`src/rtl/addr_region_decoder.sv`:
```
module addr_region_decoder #(
  parameter int AW    = 32,
  parameter int NCS   = 8,
  parameter int NBANK = 2
) (
  input  logic                                 clk,
  input  logic                                 rst_n,
  input  logic                                 cfg_we,
  input  logic [$clog2(NCS+NBANK+1)-1:0]       cfg_idx,
  input  logic [1:0]                           cfg_field,
  input  logic [AW-1:0]                        cfg_wdata,
  input  logic                                 req_valid,
  input  logic [AW-1:0]                        req_addr,
  input  logic                                 req_write,
  input  logic                                 req_super,
  input  logic                                 req_code,
  output logic                                 out_valid,
  output logic [NCS-1:0]                       cs_sel,
  output logic [NBANK-1:0]                     bank_sel,
  output logic                                 dflt_hit,
  output logic [$clog2(NCS+NBANK+1)-1:0]       hit_idx
);
  localparam int NREG = NCS + NBANK;
  localparam int IW   = $clog2(NREG + 1);
  localparam int CW   = 7;
  localparam int DFLT = NREG;

  logic [AW-1:0] base_q [NREG];
  logic [AW-1:0] mask_q [NREG];
  logic [CW-1:0] ctl_q  [NREG];

  always_ff @(posedge clk or negedge rst_n) begin
    if (!rst_n) begin
      for (int i = 0; i < NREG; i++) begin
        base_q[i] <= '0;
        mask_q[i] <= '0;
        ctl_q[i]  <= '0;
      end
    end else if (cfg_we) begin
      for (int i = 0; i < NREG; i++) begin
        if (cfg_idx == IW'(i)) begin
          case (cfg_field)
            2'd0:    base_q[i] <= cfg_wdata;
            2'd1:    mask_q[i] <= cfg_wdata;
            2'd2:    ctl_q[i]  <= cfg_wdata[CW-1:0];
            default: ;
          endcase
        end
      end
    end
  end

  logic [1:0]      cls;
  logic [NREG-1:0] qual;
  assign cls = {~req_super, req_code};

  for (genvar g = 0; g < NREG; g++) begin : g_region
    logic addr_ok;
    assign addr_ok = (((req_addr ^ base_q[g]) & ~mask_q[g]) == '0);
    if (g < NCS) begin : g_cs
      assign qual[g] = ctl_q[g][0] & addr_ok;
    end else begin : g_bank
      logic       dir_ok;
      logic [3:0] cmask;
      assign dir_ok  = req_write ? ctl_q[g][2] : ctl_q[g][1];
      assign cmask   = ctl_q[g][6:3];
      assign qual[g] = ctl_q[g][0] & addr_ok & dir_ok & ~cmask[cls];
    end
  end

  logic [IW-1:0] win_idx;
  always_comb begin
    win_idx = IW'(DFLT);
    for (int i = NREG - 1; i >= 0; i--)
      if (qual[i]) win_idx = IW'(i);
  end

  logic [NREG-1:0] sel_q;
  logic            vld_q;
  logic [IW-1:0]   idx_q;

  always_ff @(posedge clk or negedge rst_n) begin
    if (!rst_n) begin
      vld_q <= 1'b0;
      sel_q <= '0;
      idx_q <= '0;
    end else begin
      vld_q <= req_valid;
      sel_q <= req_valid ? (qual & (~qual + 1'b1)) : '0;
      idx_q <= req_valid ? win_idx : '0;
    end
  end

  assign out_valid = vld_q;
  assign cs_sel    = sel_q[NCS-1:0];
  assign bank_sel  = sel_q[NREG-1:NCS];
  assign dflt_hit  = vld_q & ~|sel_q;
  assign hit_idx   = idx_q;

  p_single_target_r8: assert property (@(posedge clk) disable iff (!rst_n)
    out_valid |-> $countones({cs_sel, bank_sel, dflt_hit}) == 1);

  p_idle_quiet_r8: assert property (@(posedge clk) disable iff (!rst_n)
    !out_valid |-> ({cs_sel, bank_sel, dflt_hit} == '0 && hit_idx == '0));

  p_latency_r8: assert property (@(posedge clk) disable iff (!rst_n)
    $past(rst_n) |-> out_valid == $past(req_valid));

  p_dflt_index_r7: assert property (@(posedge clk) disable iff (!rst_n)
    dflt_hit |-> hit_idx == IW'(DFLT));

  p_index_matches_sel_r10: assert property (@(posedge clk) disable iff (!rst_n)
    (out_valid && !dflt_hit) |-> ({bank_sel, cs_sel} == (NREG'(1) << hit_idx)));
endmodule

```
`config.mk`:
```
export PLATFORM = sky130hd
export DESIGN_NAME = addr_region_decoder
export DESIGN_NICKNAME = d
export VERILOG_FILES = /design/src/rtl/addr_region_decoder.sv
export SDC_FILE = /design/constraint.sdc
export NUM_CORES = 1
export LEC_CHECK = 0
export ABC_CLOCK_PERIOD_IN_PS = 4650
export BUFFER_PORTS_ARGS = -buffer_cell sky130_fd_sc_hd__buf_2
export CORE_UTILIZATION = 65
export DETAILED_ROUTE_END_ITERATION = 6
export PLACE_DENSITY_LB_ADDON = 0.08
export SLEW_MARGIN = 10
export SYNTH_ARGS = -nofsm -noshare
export SYNTH_HDL_FRONTEND = slang
export SYNTH_SLANG_ARGS = --single-unit
export TNS_END_PERCENT = 30
```
`constraint.sdc`:
```
create_clock -name clk -period 4.65 [get_ports clk]
set_clock_uncertainty 0.2 [all_clocks]
set_input_delay 0.2325 -clock clk [delete_from_list [all_inputs] [get_ports clk]]
set_output_delay 0.2325 -clock clk [all_outputs]
set_load 0.005 [all_outputs]
```
==> summary by stage, run 1 <==
Status
The flow ran to the end, and the final reports show no timing, DRC or antenna violations.

Run
The tool flagged a number of max-cap violations equal to 0.

Floorplan
The starting density of the core is 0.660. The floorplan core area is 45400 um^2. From bottom edge to top edge, the die measures 217 um. 93 I/O pins were placed. The initialized floorplan defines 78 standard-cell rows. The die boundary width is 217 um. The die area is 46900 um^2.

Final layout
Across the whole layout, storage elements account for 16900 um^2. After the last flow step, the layout net total stands at 2254. The finished cells cover 33200 um^2.

The final instance count without filler cells is 2829. Of the cells placed in the final design, the portion with a size suffix greater than 1 is 0.414. After filler insertion, the fill cell instance count of the layout stands at 2991. Relative to the synthesized area, the layout overhead comes to 10.8%. The multi-input gate area in the final layout is 12400 um^2. Measured on the finished design, the core utilization comes to 0.731.

Logic synthesis
In this run the mean area of a mapped cell was 14.0 um^2. In this run, distinct cell masters in the synthesized netlist total 49. The prevailing post-synth register cell is sky130_fd_sc_hd__dfrtp_1.

Counting every instance in the synthesized netlist gives 2140. Yosys attributes the largest share of cell area to sky130_fd_sc_hd__dfrtp_1 57%, sky130_fd_sc_hd__mux2_2 25%, sky130_fd_sc_hd__xnor2_1 9.3%. The count of yosys warnings during synthesis is 0. The top cell type's share of synthesized area is 0.566. After synthesis the netlist holds a flip-flop and latch count of 677.

Counting every net in the synthesized netlist gives 2217. The most used standard cell by instance count after synthesis is sky130_fd_sc_hd__dfrtp_1. The cell taking the most area after synthesis is sky130_fd_sc_hd__dfrtp_1. The number of flops mapped to enable cells by yosys is 0. The post-synthesis cell area is 30000 um^2. The commonest cells after synthesis are 677 x sky130_fd_sc_hd__dfrtp_1, 666 x sky130_fd_sc_hd__mux2_2, 318 x sky130_fd_sc_hd__xnor2_1, 146 x sky130_fd_sc_hd__o22ai_1, 79 x sky130_fd_sc_hd__clkbuf_1. The proportion of synthesized chip area in sequential cells is 0.566.

The post-synthesis async set-or-reset flop share is 1.00.

Placed design
In this run, placement finished with an instance count of 2694. Detailed placement finished with a half-perimeter wire length of 55000 um. After detailed placement, the total cell area comes to 30800 um^2. The routability-driven placement congestion ratio is 0.942.

The number of port buffers is 92.

Worst setup path
The worst setup path is launched from a flip-flop. For the worst setup path, the data arrival time is 3.22 ns. The critical path is of the flip-flop to flip-flop type. The kind of end point of the critical path is a flip-flop.

The required time of the critical path is 4.94 ns. Along the worst path, the maximum fanout reaches 8.

Drt
In the routed layout, each cell is associated on average with a via count of 6.49. The first detailed-routing pass took 5 iterations. The wire length after detailed routing is 85900 um. The average detailed-routed wire length per instance is 30.4 um. The detailed-route via count is 18400.

The first routing iteration left 1397 violations. The number of remaining DRC errors is 0. Once detail routing completed, the nets flagged for antenna violations numbered 0.

Pwr
The areal power density over the cells is 452 nW/um^2. For this design the static power due to leakage is 15.1 nW. IR analysis of the VDD net gives a maximum drop of 382 uV.

Clock network
After clock tree synthesis, the clock-pin slew on the worst setup and hold paths is 0.06 ns. The clock sink total is 677. The clock reaches the later pin of the worst-skew pair after 0.62 ns. TritonCTS built the clock tree. In this run the post-CTS setup repair buffer count came out at 0. The number of instances resized during post-cts repair is 0.

Counting along the longest clock path gives a buffer depth of 3. TritonCTS created 70 clock buffers. The post-cts hold buffer count is 11. The cell at the root of the clock tree is sky130_fd_sc_hd__clkbuf_16. The clock tree synthesis step divided the H-tree into 3 levels.

GRT
The global-route congestion overflow total is 0. The initial antenna violation count was 4. In the global route stage, met3 resource usage came out at 0.0813. Across every metal layer, demand over resource in global routing totals 0.381. For this run, global-route usage on met2 was measured as 0.604. The number of global-route vias before repair came to 18900. The layer with the highest usage after global routing is met2. For met1 alone, demand over resource in global routing was 0.515. Entering global routing, the biggest net connects 120 pins.

The first global-routing pass estimated 127000 um of wire.

Timing
The pin slew with the least headroom to its limit is 1.20 ns. The final setup TNS is 0 ns. The final-report setup violation count is 0. Hold is met by 0.0275 ns. Setup repair after global routing left no endpoint under its margin. In this run the tightest slew margin relative to its limit is 0.194. The count of final max-slew check failures came to 0.

Derived from the worst setup path, the maximum achievable clock frequency is 341 MHz. The share of the cycle needed by the critical path after routing is 0.631. The final-report hold violation count is 0. The minimum clock period is 2.93 ns.

Hold path
The class of the tightest hold or removal check is input pin to flip-flop.
-- metrics by stage --
stage	power, mW	setup WS (ns)
finish	15.0	1.72
global route	15.5	1.61
CTS	15.0	1.75
detailed placement	9.38	1.46
global placement	9.27	1.47
floorplan	8.57	2.45
-- sequential cells by signal, indices dropped and copies added, names as in the netlist --
name	flops
mask_q	320
base_q	320
out_valid	1
sel_q	10
hit_idx	4
ctl_q	22
-- path summary, 6_finish.rpt --
| check | slack (ns) | startpoint | cells after the start | end |
|---|---|---|---|---|
| min in group asynchronous | 0.12 | rst_n | 2 | base_q[181] |
| max in group asynchronous | 2.77 | rst_n | 3 | base_q[220] |
| worst max register to register | 1.72 | base_q[285] | 7 | sel_q[9] |
| worst max-delay path | 1.72 | base_q[285] | 7 | sel_q[9] |
| worst min register to register | 0.30 | mask_q[254] | 1 | mask_q[254] |
| worst min-delay path | 0.03 | cfg_wdata[12] | 2 | mask_q[108] |
-- report_power, final --
| part | switching (mW) | leakage [nW] | internal, mW |
|---|---|---|---|
| Clock | 2.33 | 1.16 | 3.36 |
| Combinational | 1.10 | 4.93 | 1.09 |
| Sequential | 0.469 | 9.00 | 6.66 |
-- cell type report --
type | count | area share
repair buffers | 124 | 0.0237
flip-flops and latches | 677 | 0.510
inverters | 2 | 0.000226
multi-input cells | 1302 | 0.373
clock buffers | 107 | 0.0649
well taps | 600 | 0.0226
clock inverters | 16 | 0.00513
diodes | 1 | 0.0000754
-- critical path, cell delays in order (launching register included) --
cell and delay (ns):
sky130_fd_sc_hd__dfrtp_1 0.39, sky130_fd_sc_hd__xnor2_1 0.19, sky130_fd_sc_hd__o22ai_1 0.12, sky130_fd_sc_hd__nor4_1 0.36, sky130_fd_sc_hd__nand3_1 0.38, sky130_fd_sc_hd__nor4b_4 0.71, sky130_fd_sc_hd__nor4_1 0.20, sky130_fd_sc_hd__and3_2 0.26
-- cell usage in the layout (no fill, tap or decap), types with 11 or more instances in the layout --
cell type                       count
sky130_fd_sc_hd__mux2_2           666
sky130_fd_sc_hd__o22ai_1          146
sky130_fd_sc_hd__nor3_1            11
sky130_fd_sc_hd__clkbuf_1          14
sky130_fd_sc_hd__nor2_1            19
sky130_fd_sc_hd__buf_4             17
sky130_fd_sc_hd__xnor2_1          318
sky130_fd_sc_hd__dfrtp_1          677
sky130_fd_sc_hd__clkbuf_8          20
sky130_fd_sc_hd__clkbuf_16         73
sky130_fd_sc_hd__buf_2             91
sky130_fd_sc_hd__nor4_1            32
sky130_fd_sc_hd__dlygate4sd3_1     11
-- routing by layer --
layer | part of all wire | up-vias | wire length [um]
met3 | 0.067 | 176 | 5750
met4 | 0.044 | 0 | 3770
met2 | 0.48 | 621 | 41000
li1 | - | 7641 | -
met1 | 0.41 | 9913 | 35500
met5 | 0 | - | 0
-- cell families after synthesis --
family | after synthesis | share of synthesized area
multiplexers | 668 | 0.251
AO/OA/AOI/OAI | 181 | 0.0398
AND/OR/NAND/NOR | 133 | 0.0251
buffers and inverters | 161 | 0.0244
XOR/XNOR | 320 | 0.0941
flip-flops | 677 | 0.566
Power figures use the tool's default switching activity.
==> run 2, diff against run 1 <==
ABC_CLOCK_PERIOD_IN_PS = 2600   (was 4650)
CORE_UTILIZATION = 56   (was 65)
clock period = 2.6 ns   (was 4.65 ns; I/O delays follow)
==> summary by stage, run 2 (same netlist as run 1, synthesis figures left out) <==
Hold path
The class of the tightest hold or removal check is input pin to asynchronous set/reset pin.

Clock network
In this run the number of H-tree levels came out at 3. The tree is rooted in a sky130_fd_sc_hd__clkbuf_16. The clock latency on the worst-skew pair is 0.62 ns. The deepest clock path buffer count is 3.

The TritonCTS clock tree is yes. The clock sink total is 677. The clock slew at the register clock pins of the worst setup and hold paths is 0.06 ns. Buffers inserted during clock tree synthesis total 72.

Drt
The number of DRC markers in iteration 0 is 1287. For this run, design rule violations remaining after detail routing come to 0. The first-pass iteration count of the detailed router is 4. Once detail routing completed, the nets flagged for antenna violations numbered 0.

The wire length after detailed routing is 90500 um. Summing over every cut layer, the via total after detailed routing is 18800. The average detailed-routed wire length per instance is 29.5 um. After detailed routing, the number of vias per cell comes to 6.15.

Worst setup path
The startpoint type of the worst setup path is a flip-flop. At the worst endpoint, the required time is 2.90 ns. The kind of end point of the critical path is a flip-flop.

The largest fanout on the critical path is 2. The start-to-end type of the worst setup path is flip-flop to flip-flop. STA puts the critical path data arrival time at 2.85 ns.

Timing
In the final timing run, aggregate negative setup slack is 0 ns. The final-report setup violation count is 0. The count of final max-slew check failures came to 0. The max-slew headroom at the worst pin is 0.469. For the finished layout, the period the worst path requires is 2.56 ns. The pin slew with the least headroom to its limit is 0.796 ns. The share of the cycle needed by the critical path after routing is 0.983. Setup repair after global routing could not meet its margin everywhere. The maximum clock frequency is 391 MHz. The final-report hold violation count is 0. Hold is met by 0.0199 ns.

Final layout
The cell area after layout is 35000 um^2. The synthesis-to-finish area growth is 16.9%. The number of antenna diodes in the final layout is 0. The final layout contains 2400 nets. In the layout the commonest cells are 677 x sky130_fd_sc_hd__dfrtp_1, 666 x sky130_fd_sc_hd__mux2_2, 314 x sky130_fd_sc_hd__xnor2_1, 144 x sky130_fd_sc_hd__o22ai_1, 112 x sky130_fd_sc_hd__buf_4. The largest registers in the layout are base_q (320), mask_q (320), ctl_q (22). The leading cell type in the layout, fill and taps excluded is sky130_fd_sc_hd__dfrtp_1. The fraction of final layout cells with drive strength greater than 1 is 0.449. The end-of-flow core utilization is 0.665.

Run
The number of max-capacitance violations reported is 0.

GRT
For this run, the total global-route usage over all layers was measured as 0.346. The number of global-route vias before repair is 19700. Entering global routing, the biggest net connects 120 pins.

For this run the aggregate overflow at the end of global routing stands at 0. The initial antenna violation count is 3. The first global-routing pass estimated 133000 um of wire.

Floorplan
The initialized floorplan defines 84 standard-cell rows. For this configuration, the core starts out at a cell density of 0.569. The die area is 54400 um^2. From left edge to right edge, the die measures 233 um. The floorplan step set the die height to 233 um. The count of pins on the block boundary is 93. The core region is 52700 um^2.

Placed design
Summing all placed instances gives a cell area of 32200 um^2. Buffers placed on the I/O ports in this run total 92. The placed wire-length estimate is 58800 um. The routability-driven placement congestion ratio is 0.916.

Pwr
The leakage power is 16.0 nW. For this design the ratio of total power to cell area is 782 nW/um^2. The overall power of the completed layout is 27.4 mW. The maximum VDD drop is 573 uV.

Status
The run finished with clean final reports.
## run 2: final cells by class
cell class	count	area, um^2
Sequential cell	677	16900
Inverter	2	7.51
Tap cell	688	861
Timing Repair Buffer	268	2290
Clock inverter	21	248
Clock buffer	106	2140
Fill cell	3782	17700
Multi-Input combinational cell	1302	12500
## run 2: repair_timing
action | 4_1_cts | 5_1_grt
setup endpoints to repair | 13 | 13
hold buffers | 31 | 0
endpoints found under the hold margin | 1071 | 0
buffers inserted | 0 | 1
resized for setup | 9 | 10
pin swaps | 1 | 5
cloned | 0 | 0
## run 2: per-stage QoR
stage	worst slack, ns	cells
after floorplan	0.434	2140
after global placement	-0.308	2905
after detailed placement	-0.329	2905
after CTS	0.00212	3063
after global routing	-0.0234	3064
final	0.0441	3064
## run 2: worst paths after layout
check,start,end,slack [ns],depth (start not counted)
worst max-delay path,base_q[232],sel_q[5],0.04,10
worst min-delay path,rst_n,mask_q[95],0.02,3
worst max register to register,base_q[232],sel_q[5],0.04,10
worst min register to register,mask_q[287],mask_q[287],0.30,1
max in group asynchronous,rst_n,base_q[307],1.51,3
min in group clk,cfg_wdata[23],base_q[279],0.04,2
## run 2: report_power, final
group,switching [mW],internal [mW],total [mW]
logic,1.99,2.18,4.17
clock network,4.24,6.21,10.5
registers,0.825,11.9,12.7
## run 2: critical path, stage by stage, from the launching register on
cell and delay [ns]:
sky130_fd_sc_hd__dfrtp_1 0.40, sky130_fd_sc_hd__xnor2_2 0.25, sky130_fd_sc_hd__o22ai_1 0.12, sky130_fd_sc_hd__buf_4 0.16, sky130_fd_sc_hd__nor4_2 0.30, sky130_fd_sc_hd__buf_4 0.18
sky130_fd_sc_hd__o211ai_1 0.20, sky130_fd_sc_hd__o22ai_2 0.28, sky130_fd_sc_hd__buf_4 0.15, sky130_fd_sc_hd__nor3_1 0.05, sky130_fd_sc_hd__and3_1 0.15
## run 2: per-layer routing
| layer | vias up | share of wire | track usage |
|---|---|---|---|
| met4 | 2 | 0.043 | 0.143 |
| met3 | 185 | 0.062 | 0.0581 |
| met2 | 589 | 0.47 | 0.548 |
| met5 | - | 0.00017 | 0 |
| met1 | 10100 | 0.42 | 0.473 |
| li1 | 7946 | - | - |
==> run 3, diff against run 2 <==
CORE_UTILIZATION = 38   (was 56)
==> summary by stage, run 3 (same netlist as run 1, synthesis figures left out) <==
Drt
In the routed design, unresolved DRC markers number 0. The detailed-route via count is 18700. Dividing the detail-routed via count by the number of cells gives 5.37. The average detailed-routed wire length per instance is 29.4 um.

The count of nets left with antenna violations after detail routing is 0. The wire length after detailed routing is 102000 um. In this run, the number of DRC markers left after iteration 0 of detailed routing was 1182. The first detailed-routing pass took 4 iterations.

Final layout
For this run, the post-layout net count is 2452. The largest registers in the layout are base_q (320), mask_q (320), ctl_q (22). In the layout the commonest cells are 676 x sky130_fd_sc_hd__dfrtp_1, 666 x sky130_fd_sc_hd__mux2_2, 312 x sky130_fd_sc_hd__xnor2_1, 143 x sky130_fd_sc_hd__o22ai_1, 141 x sky130_fd_sc_hd__buf_4. The leading cell type in the layout, fill and taps excluded is sky130_fd_sc_hd__dfrtp_1. At the end of the flow the core is filled with cells to 0.466. In the final layout, the share of cells above drive strength 1 is 0.461. The synthesis-to-finish area growth is 20.9%. Summing all non-filler instances in the final layout gives an area of 36200 um^2.

Timing
The final-report hold violation count was 0. The minimum clock period is 2.59 ns. For the pin with the worst max-slew slack, the measured transition is 0.880 ns. Setup repair after global routing could not meet its margin everywhere. The count of final max-slew check failures is 0. The maximum clock frequency is 386 MHz. The final-report setup violation count is 0.

The max-slew headroom at the worst pin is 0.414. In the finished design, the share of the clock period the worst path needs comes to 0.997.

Pwr
The areal power density over the cells is 788 nW/um^2. The cell-internal power is 21.1 mW. The net load switching power is 7.48 mW.

The proportion of power drawn by combinational gates is 0.159. The switching part of the total power is 0.262. The power share of the sequential group is 0.445.

The relative contribution of the clock network to total power is 0.396. Across the VDD grid, the largest voltage drop is 532 uV. The analysis attributes to cell leakage a power of 16.4 nW.

Worst setup path
The required time of the critical path is 2.89 ns. Along the worst path, the maximum fanout reaches 3. The signal on the critical path passes through xnor2_4, o22ai_2, or4_4, nor4_4, buf_4, a211oi_1, o221ai_1, a211oi_1. The delay of the slowest critical-path stage is 0.56 ns.

The combined buffer and inverter count along the critical path is 1. STA classifies the critical path endpoint as a flip-flop. The worst setup path is launched from a flip-flop. STA puts the critical path data arrival time at 2.88 ns. The start-to-end type of the worst setup path is flip-flop to flip-flop.

On the critical path, the stage with the largest delay is an instance of sky130_fd_sc_hd__or4_4. The cell repeated most along the worst path is sky130_fd_sc_hd__a211oi_1. Broken down by cell family, the worst path's largest delay share belongs to simple AND/OR/NAND/NOR gates.

Floorplan
The die area is 80000 um^2. The die is 283 um wide. The die span in y is 283 um. The count of pins on the block boundary is 93. The row count is 102. For this configuration, the core starts out at a cell density of 0.385. The total area inside the core boundary comes to 77700 um^2.

Placed design
Summed over all nets, the half-perimeter wirelength after detailed placement is 67300 um. The number of port buffers is 92. The routability-driven placement congestion ratio is 0.853. The area after detailed placement is 33000 um^2.

Clock network
Clock-pin slew was measured on the worst setup and hold paths at 0.06 ns. CTS built an H-tree with a depth of 3. In this run the clock root is driven by a sky130_fd_sc_hd__clkbuf_16. For this design, the sink count on the clock tree is 677. The number of clock buffers added by TritonCTS is 80. The clock reaches the later pin of the worst-skew pair after 0.63 ns.

TritonCTS built the clock tree. In this run the deepest clock path goes through 3 buffers.

Hold path
The class of the tightest hold or removal check is input pin to flip-flop.

GRT
Entering global routing, the biggest net connects 87 pins. The global-route congestion overflow total is 0. The number of global-route vias before repair was 19900. The first global-routing pass estimated 147000 um of wire. The initial antenna violation count is 6. For this run, the total global-route usage over all layers was measured as 0.263.

Status
The run finished with clean final reports.

Run
The number of max-capacitance violations reported is 0.
run 3: cell count changes in the layout (fill, tap and decap cells not counted), sizes merged:
cell	change
clkbuf	+17
diode	+1
dlygate4sd3	+5
bufinv	-2
buf	+39
clkinvlp	-1
run 3: path summary, 6_finish.rpt:
path,start,to,slack (ns),cells past startpoint
min reg2reg,ctl_q[21],ctl_q[21],0.30,1
min in group asynchronous,rst_n,base_q[1],0.12,3
max in group asynchronous,rst_n,base_q[255],1.54,3
min,cfg_wdata[19],mask_q[147],0.01,2
max reg2reg,base_q[49],hit_idx[0],0.009,8
max,base_q[49],hit_idx[0],0.009,8
run 3: layout make-up:
type / count / area [um^2]
Tap cell: 1040 / 1300
Clock inverter: 18 / 176
Inverter: 2 / 7.51
Antenna cell: 1 / 2.50
Fill cell: 6917 / 41500
Timing Repair Buffer: 312 / 2760
Sequential cell: 677 / 16900
Multi-Input combinational cell: 1302 / 12500
Clock buffer: 123 / 2480
run 3: timing repair:
action,4_1_cts,5_1_grt
hold buffers,36,0
pin swaps,4,5
setup endpoints to repair,11,11
hold endpoints to repair,1051,0
buffers inserted,0,3
gates resized for setup,15,11
run 3: worst register-to-register path, cell delays in order (launching register included):
cell                       delay, ns
sky130_fd_sc_hd__dfrtp_2        0.44
sky130_fd_sc_hd__xnor2_4        0.24
sky130_fd_sc_hd__o22ai_2        0.11
sky130_fd_sc_hd__or4_4          0.56
sky130_fd_sc_hd__nor4_4         0.33
sky130_fd_sc_hd__buf_4          0.17
sky130_fd_sc_hd__a211oi_1       0.09
sky130_fd_sc_hd__o221ai_1       0.20
sky130_fd_sc_hd__a211oi_1       0.11
run 3: layer usage:
metal | global-route usage | vias to the layer above | part of all wire
met5 | 0 | - | 0.00056
li1 | - | 8089 | -
met2 | 0.419 | 438 | 0.47
met4 | 0.118 | 6 | 0.048
met1 | 0.348 | 9956 | 0.44
met3 | 0.0527 | 189 | 0.047
run 3: stage by stage:
| step | TNS [ns] | total power [mW] | std cells | setup WS, ns | hold slack [ns] |
|---|---|---|---|---|---|
| floorplan | 0 | 15.3 | 2140 | 0.434 | -0.366 |
| global placement | -2.76 | 17.2 | 3294 | -0.370 | -0.0489 |
| detailed placement | -2.30 | 17.3 | 3294 | -0.390 | -0.0386 |
| CTS | -0.0312 | 28.8 | 3471 | -0.0312 | 0.00673 |
| global route | -0.0337 | 29.7 | 3474 | -0.0337 | 0.0156 |
| finish | 0 | 28.5 | 3475 | 0.00890 | 0.0148 |
run 3: power by group through the flow:
stage	sequential [mW]	clock, mW	combinational [mW]
floorplan	12.7	0	2.65
global placement	12.8	0	4.37
detailed placement	12.9	0	4.43
CTS	12.7	11.6	4.54
global route	12.9	12.0	4.83
finish	12.7	11.3	4.53
